--- src/rtl/maddr_pkg.sv ---
package maddr_pkg;

  // Outcome class of a completed frame, used for gating
  typedef enum logic [1:0] {
    FR_PASS_ALL  = 2'd0,  // multiprocessor mode off
    FR_ADDR_HIT  = 2'd1,  // address frame, masked compare hit
    FR_ADDR_MISS = 2'd2,  // address frame, masked compare miss
    FR_DATA      = 2'd3   // data frame in multiprocessor mode
  } frame_class_e;

  function automatic frame_class_e classify(input logic mp, input logic b9, input logic hit);
    if (!mp)      return FR_PASS_ALL;
    else if (!b9) return FR_DATA;
    else if (hit) return FR_ADDR_HIT;
    else          return FR_ADDR_MISS;
  endfunction

endpackage

--- src/rtl/maddr_cfg_regs.sv ---
module maddr_cfg_regs #(
  parameter int DATA_W = 8
) (
  input  logic              clk,
  input  logic              rst,
  input  logic [DATA_W-1:0] wdata,
  input  logic              addr_we,
  input  logic              mask_we,
  output logic [DATA_W-1:0] addr_q,
  output logic [DATA_W-1:0] mask_q
);

  always_ff @(posedge clk) begin
    if (rst) begin
      addr_q <= '0;
      mask_q <= '0;
    end else begin
      if (addr_we) addr_q <= wdata;
      if (mask_we) mask_q <= wdata;
    end
  end

endmodule

--- src/rtl/maddr_compare.sv ---
module maddr_compare #(
  parameter int DATA_W = 8
) (
  input  logic [DATA_W-1:0] data,
  input  logic [DATA_W-1:0] addr,
  input  logic [DATA_W-1:0] mask,
  output logic              hit
);

  logic [DATA_W-1:0] diff_bits;

  // A bit position mismatches only where the mask marks it as significant
  for (genvar b = 0; b < DATA_W; b++) begin : g_bit
    assign diff_bits[b] = mask[b] & (data[b] ^ addr[b]);
  end

  assign hit = ~|diff_bits;

endmodule

--- src/rtl/maddr_irq_gate.sv ---
module maddr_irq_gate
  import maddr_pkg::*;
(
  input  logic clk,
  input  logic rst,
  input  logic done,
  input  logic mp,
  input  logic b9,
  input  logic hit,
  output logic irq_q,
  output logic flag_q
);

  frame_class_e cls;
  logic         irq_d;

  assign cls   = classify(mp, b9, hit);
  assign irq_d = done && (cls == FR_PASS_ALL || cls == FR_ADDR_HIT);

  always_ff @(posedge clk) begin
    if (rst) begin
      irq_q  <= 1'b0;
      flag_q <= 1'b0;
    end else begin
      irq_q <= irq_d;
      if (done) flag_q <= b9 & hit;
    end
  end

endmodule

--- src/rtl/masked_addr_recognizer.sv ---
module masked_addr_recognizer #(
  parameter int NUM_PORTS = 2,
  parameter int DATA_W    = 8
) (
  input  logic                             clk,
  input  logic                             rst,
  input  logic [DATA_W-1:0]                cfg_wdata,
  input  logic [NUM_PORTS-1:0]             cfg_addr_we,
  input  logic [NUM_PORTS-1:0]             cfg_mask_we,
  input  logic [NUM_PORTS-1:0]             mp_en,
  input  logic [NUM_PORTS-1:0]             frame_done,
  input  logic [NUM_PORTS-1:0][DATA_W-1:0] rx_data,
  input  logic [NUM_PORTS-1:0]             rx_bit9,
  output logic [NUM_PORTS-1:0]             irq_set,
  output logic [NUM_PORTS-1:0]             match_flag
);

  logic [NUM_PORTS-1:0][DATA_W-1:0] addr_q;
  logic [NUM_PORTS-1:0][DATA_W-1:0] mask_q;
  logic [NUM_PORTS-1:0]             hit;

  for (genvar p = 0; p < NUM_PORTS; p++) begin : g_port
    maddr_cfg_regs #(.DATA_W(DATA_W)) u_regs (
      .clk     (clk),
      .rst     (rst),
      .wdata   (cfg_wdata),
      .addr_we (cfg_addr_we[p]),
      .mask_we (cfg_mask_we[p]),
      .addr_q  (addr_q[p]),
      .mask_q  (mask_q[p])
    );

    maddr_compare #(.DATA_W(DATA_W)) u_cmp (
      .data (rx_data[p]),
      .addr (addr_q[p]),
      .mask (mask_q[p]),
      .hit  (hit[p])
    );

    maddr_irq_gate u_gate (
      .clk    (clk),
      .rst    (rst),
      .done   (frame_done[p]),
      .mp     (mp_en[p]),
      .b9     (rx_bit9[p]),
      .hit    (hit[p]),
      .irq_q  (irq_set[p]),
      .flag_q (match_flag[p])
    );
  end

endmodule

--- config.mk ---
export PLATFORM = sky130hd
export DESIGN_NAME = masked_addr_recognizer
export DESIGN_NICKNAME = d
export VERILOG_FILES = /design/src/rtl/maddr_pkg.sv /design/src/rtl/maddr_cfg_regs.sv /design/src/rtl/maddr_compare.sv /design/src/rtl/maddr_irq_gate.sv /design/src/rtl/masked_addr_recognizer.sv
export SDC_FILE = /design/constraint.sdc
export NUM_CORES = 1
export LEC_CHECK = 0
export BUFFER_PORTS_ARGS = -buffer_cell sky130_fd_sc_hd__buf_2
export CORE_MARGIN = 2
export CORE_UTILIZATION = 45
export CTS_BUF_LIST = sky130_fd_sc_hd__clkbuf_8
export DETAILED_ROUTE_END_ITERATION = 16
export PLACE_DENSITY = 0.83
export SLEW_MARGIN = 10
export SYNTH_ARGS = -nofsm -noshare
export SYNTH_HDL_FRONTEND = slang
export SYNTH_SLANG_ARGS = --single-unit
--- constraint.sdc ---
create_clock -name clk -period 1.2 [get_ports clk]
set_input_delay 0.06 -clock clk [delete_from_list [all_inputs] [get_ports clk]]
set_output_delay 0.06 -clock clk [all_outputs]
set_load 0.03 [all_outputs]
==> reports/metrics.cfg <==
[status]
status=finished, final reports clean

[cts]
cts_resized=0
clockRootBuffer=clkbuf_8
cts_buffers=5
cts_setup_buffers=0
clk_latency_ns=0.29
htreeDepth=2
cts_buffer_depth=2
numClockSinks=36
clk_pin_slew_ns=0.07
cts_tree=done

[logic_synthesis]
ys_warn_count=0
syn_avg_cell_area_sq_um=10.1
ys_ff_latch=36
synth.largest_area_cell=dfxtp_1
ys_seq_area_share_pct=46.3
syn_nets=190
postSynthCellCount=154
yosysTopAreaCellShare_pct=46.3
synth.area.top_cells=dfxtp_1 46%, mux2i_1 21%, xor2_1 9.0%, nor2_1 8.2%, a22oi_1 2.9%
synth_area_sq_mm=0.00156
yosysUniqueCellTypes=15

[pwr]
clock_power_share_pct=34.0
finalPower_mw=2.51
power_frac_seq_pct=52.0
p_leak_nw=0.947
irDropWorstVdd_uv=763
power_switching_mw=0.626
power.density_mw_per_mm2=1350
internal_power_mw=1.89
netSwitchingFraction_pct=24.9
comb_power_share_pct=14.0

[hold_path]
hold_path.class=in2reg

[die]
die_x_um=62.8
io-pin-count=40
die-area_sq_mm=0.00395
initial_utilization_pct=46.6
num_rows=21
die_h_um=62.8
core_sq_mm=0.00334

[route]
drt_iter0_markers=58
dr.pass1.iters=4
totalWireLength_um=2850
viasPerCell=4.69
vias=1121
remaining_drc_errors=0
ant_nets=0
wl_per_cell_um=11.9

[sta]
min_period_over_period_pct=93.0
relSlewSlack_pct=81.1
hold_viol_final=0
rsz0062_at_grt=false
slew_violations=0
max_freq_mhz=896
tns_ns=0
finClkSkew_ns=0.00767
min_period_ns=1.12
tightestPinTransition_ns=0.283
setup_violations=0
hold_ws_ns=0.0596

[placed_design]
dp_cells=229
post-dp-hpwl_um=2120
io_buffers=39
gp_congestion=0.747
placed_cell_area_sq_mm=0.00175

[global_routing]
overflow=0
grt_max_degree=29
grt_use_total_pct=16.1
grt_pass1_wl_um=4950
grt_pass1_vias=1138
antenna_found_initial=0

[cells_and_area]
nets=228
fillers=295
drive_gt1_share_pct=26.4
diodes=0
area_growth_pct=19.6
final_cells=239
final_common_cell=buf_2
mostFrequentLayoutCells=39 x buf_2, 36 x dfxtp_1, 34 x nor2_1, 32 x mux2i_1, 16 x xor2_1
final_area_sq_mm=0.00186

[setup_path]
cp.arrival_ns=1.32
required_ns=1.41
path_class=reg2reg
reg2reg_slack_ns=0.08
startpoint_type=flip-flop
crit_path_max_fanout=2
endpoint_kind=flip-flop

[job]
maxCapViolations=0

[critical path, stage by stage, from the launching register on]
cell and delay, ns:
dfxtp_1 0.32, xor2_1 0.16, a211o_1 0.32, o32ai_2 0.25
[registers in the layout, indices dropped and copies added (netlist names)]
name                  count
g_port.u_gate.flag_q      2
g_port.u_gate.irq_q       2
g_port.u_regs.addr_q     16
g_port.u_regs.mask_q     16
[layout make-up]
class,count,area (sq um),area share (%)
clock buffers,6,82.6,4.44
repair buffers,43,230,12.4
flip-flops and latches,36,721,38.7
multi-input cells,104,756,40.6
well taps,46,57.6,3.09
clock inverters,2,7.51,0.403
inverters,2,7.51,0.403
[cell usage after synthesis, drive strengths merged]
| master | instances |
|---|---|
| a211o | 2 |
| a22oi | 6 |
| buf | 9 |
| clkbuf | 3 |
| dfxtp | 36 |
| inv | 2 |
| mux2i | 32 |
| nand2 | 8 |
| nand2b | 2 |
| nor2 | 34 |
| o31ai | 2 |
| o32ai | 2 |
| xor2 | 16 |
[power by group through the flow]
stage	logic (mW)	clock network, mW	registers [mW]
floorplan	0.247	0	1.33
global placement	0.343	0	1.33
finish	0.351	0.855	1.31
detailed placement	0.347	0	1.33
CTS	0.353	0.877	1.31
global route	0.386	0.927	1.32
[kinds of logic (layout without fill, tap and decap cells)]
group	Yosys count	in the layout	synth area share, %
flip-flops	36	36	46.3
multiplexers	32	32	20.6
buffers and inverters	14	53	5.14
AND/OR/NAND/NOR	44	44	11.9
XOR/XNOR	16	16	9.00
AO/OA/AOI/OAI	12	12	7.07
[final timing paths]
check,end,depth (start not counted),start
max,g_port[1].u_gate.irq_q$_SDFF_PP0_,3,g_port[1].u_regs.addr_q[0]$_SDFFE_PP0P_
min,g_port[0].u_regs.addr_q[7]$_SDFFE_PP0P_,3,cfg_wdata[7]
max reg2reg,g_port[1].u_gate.irq_q$_SDFF_PP0_,3,g_port[1].u_regs.addr_q[0]$_SDFFE_PP0P_
min reg2reg,g_port[0].u_gate.flag_q$_SDFFE_PP0P_,2,g_port[0].u_gate.flag_q$_SDFFE_PP0P_
[per-stage QoR]
stage	utilization [%]	setup slack, ns
detailed placement	52.5	0.0884
CTS	55.8	0.0755
finish	55.8	0.0834
global route	55.8	0.000930
global placement	52.5	0.108
floorplan	-	0.129
[what timing repair did]
action                                 4_1_cts  5_1_grt
endpoints found under the hold margin        2        0
hold buffers                                 2        0
setup endpoints to repair                    0        2
[metal layers]
layer / vias to the layer above / wire (um) / global-route usage, %
li1: 584 / - / -
met1: 500 / 1360 / 20.0
met2: 33 / 1310 / 25.1
met3: 4 / 152 / 5.77
met4: 0 / 29 / 6.67
met5: - / 0 / 0
Power figures use the tool's default switching activity.
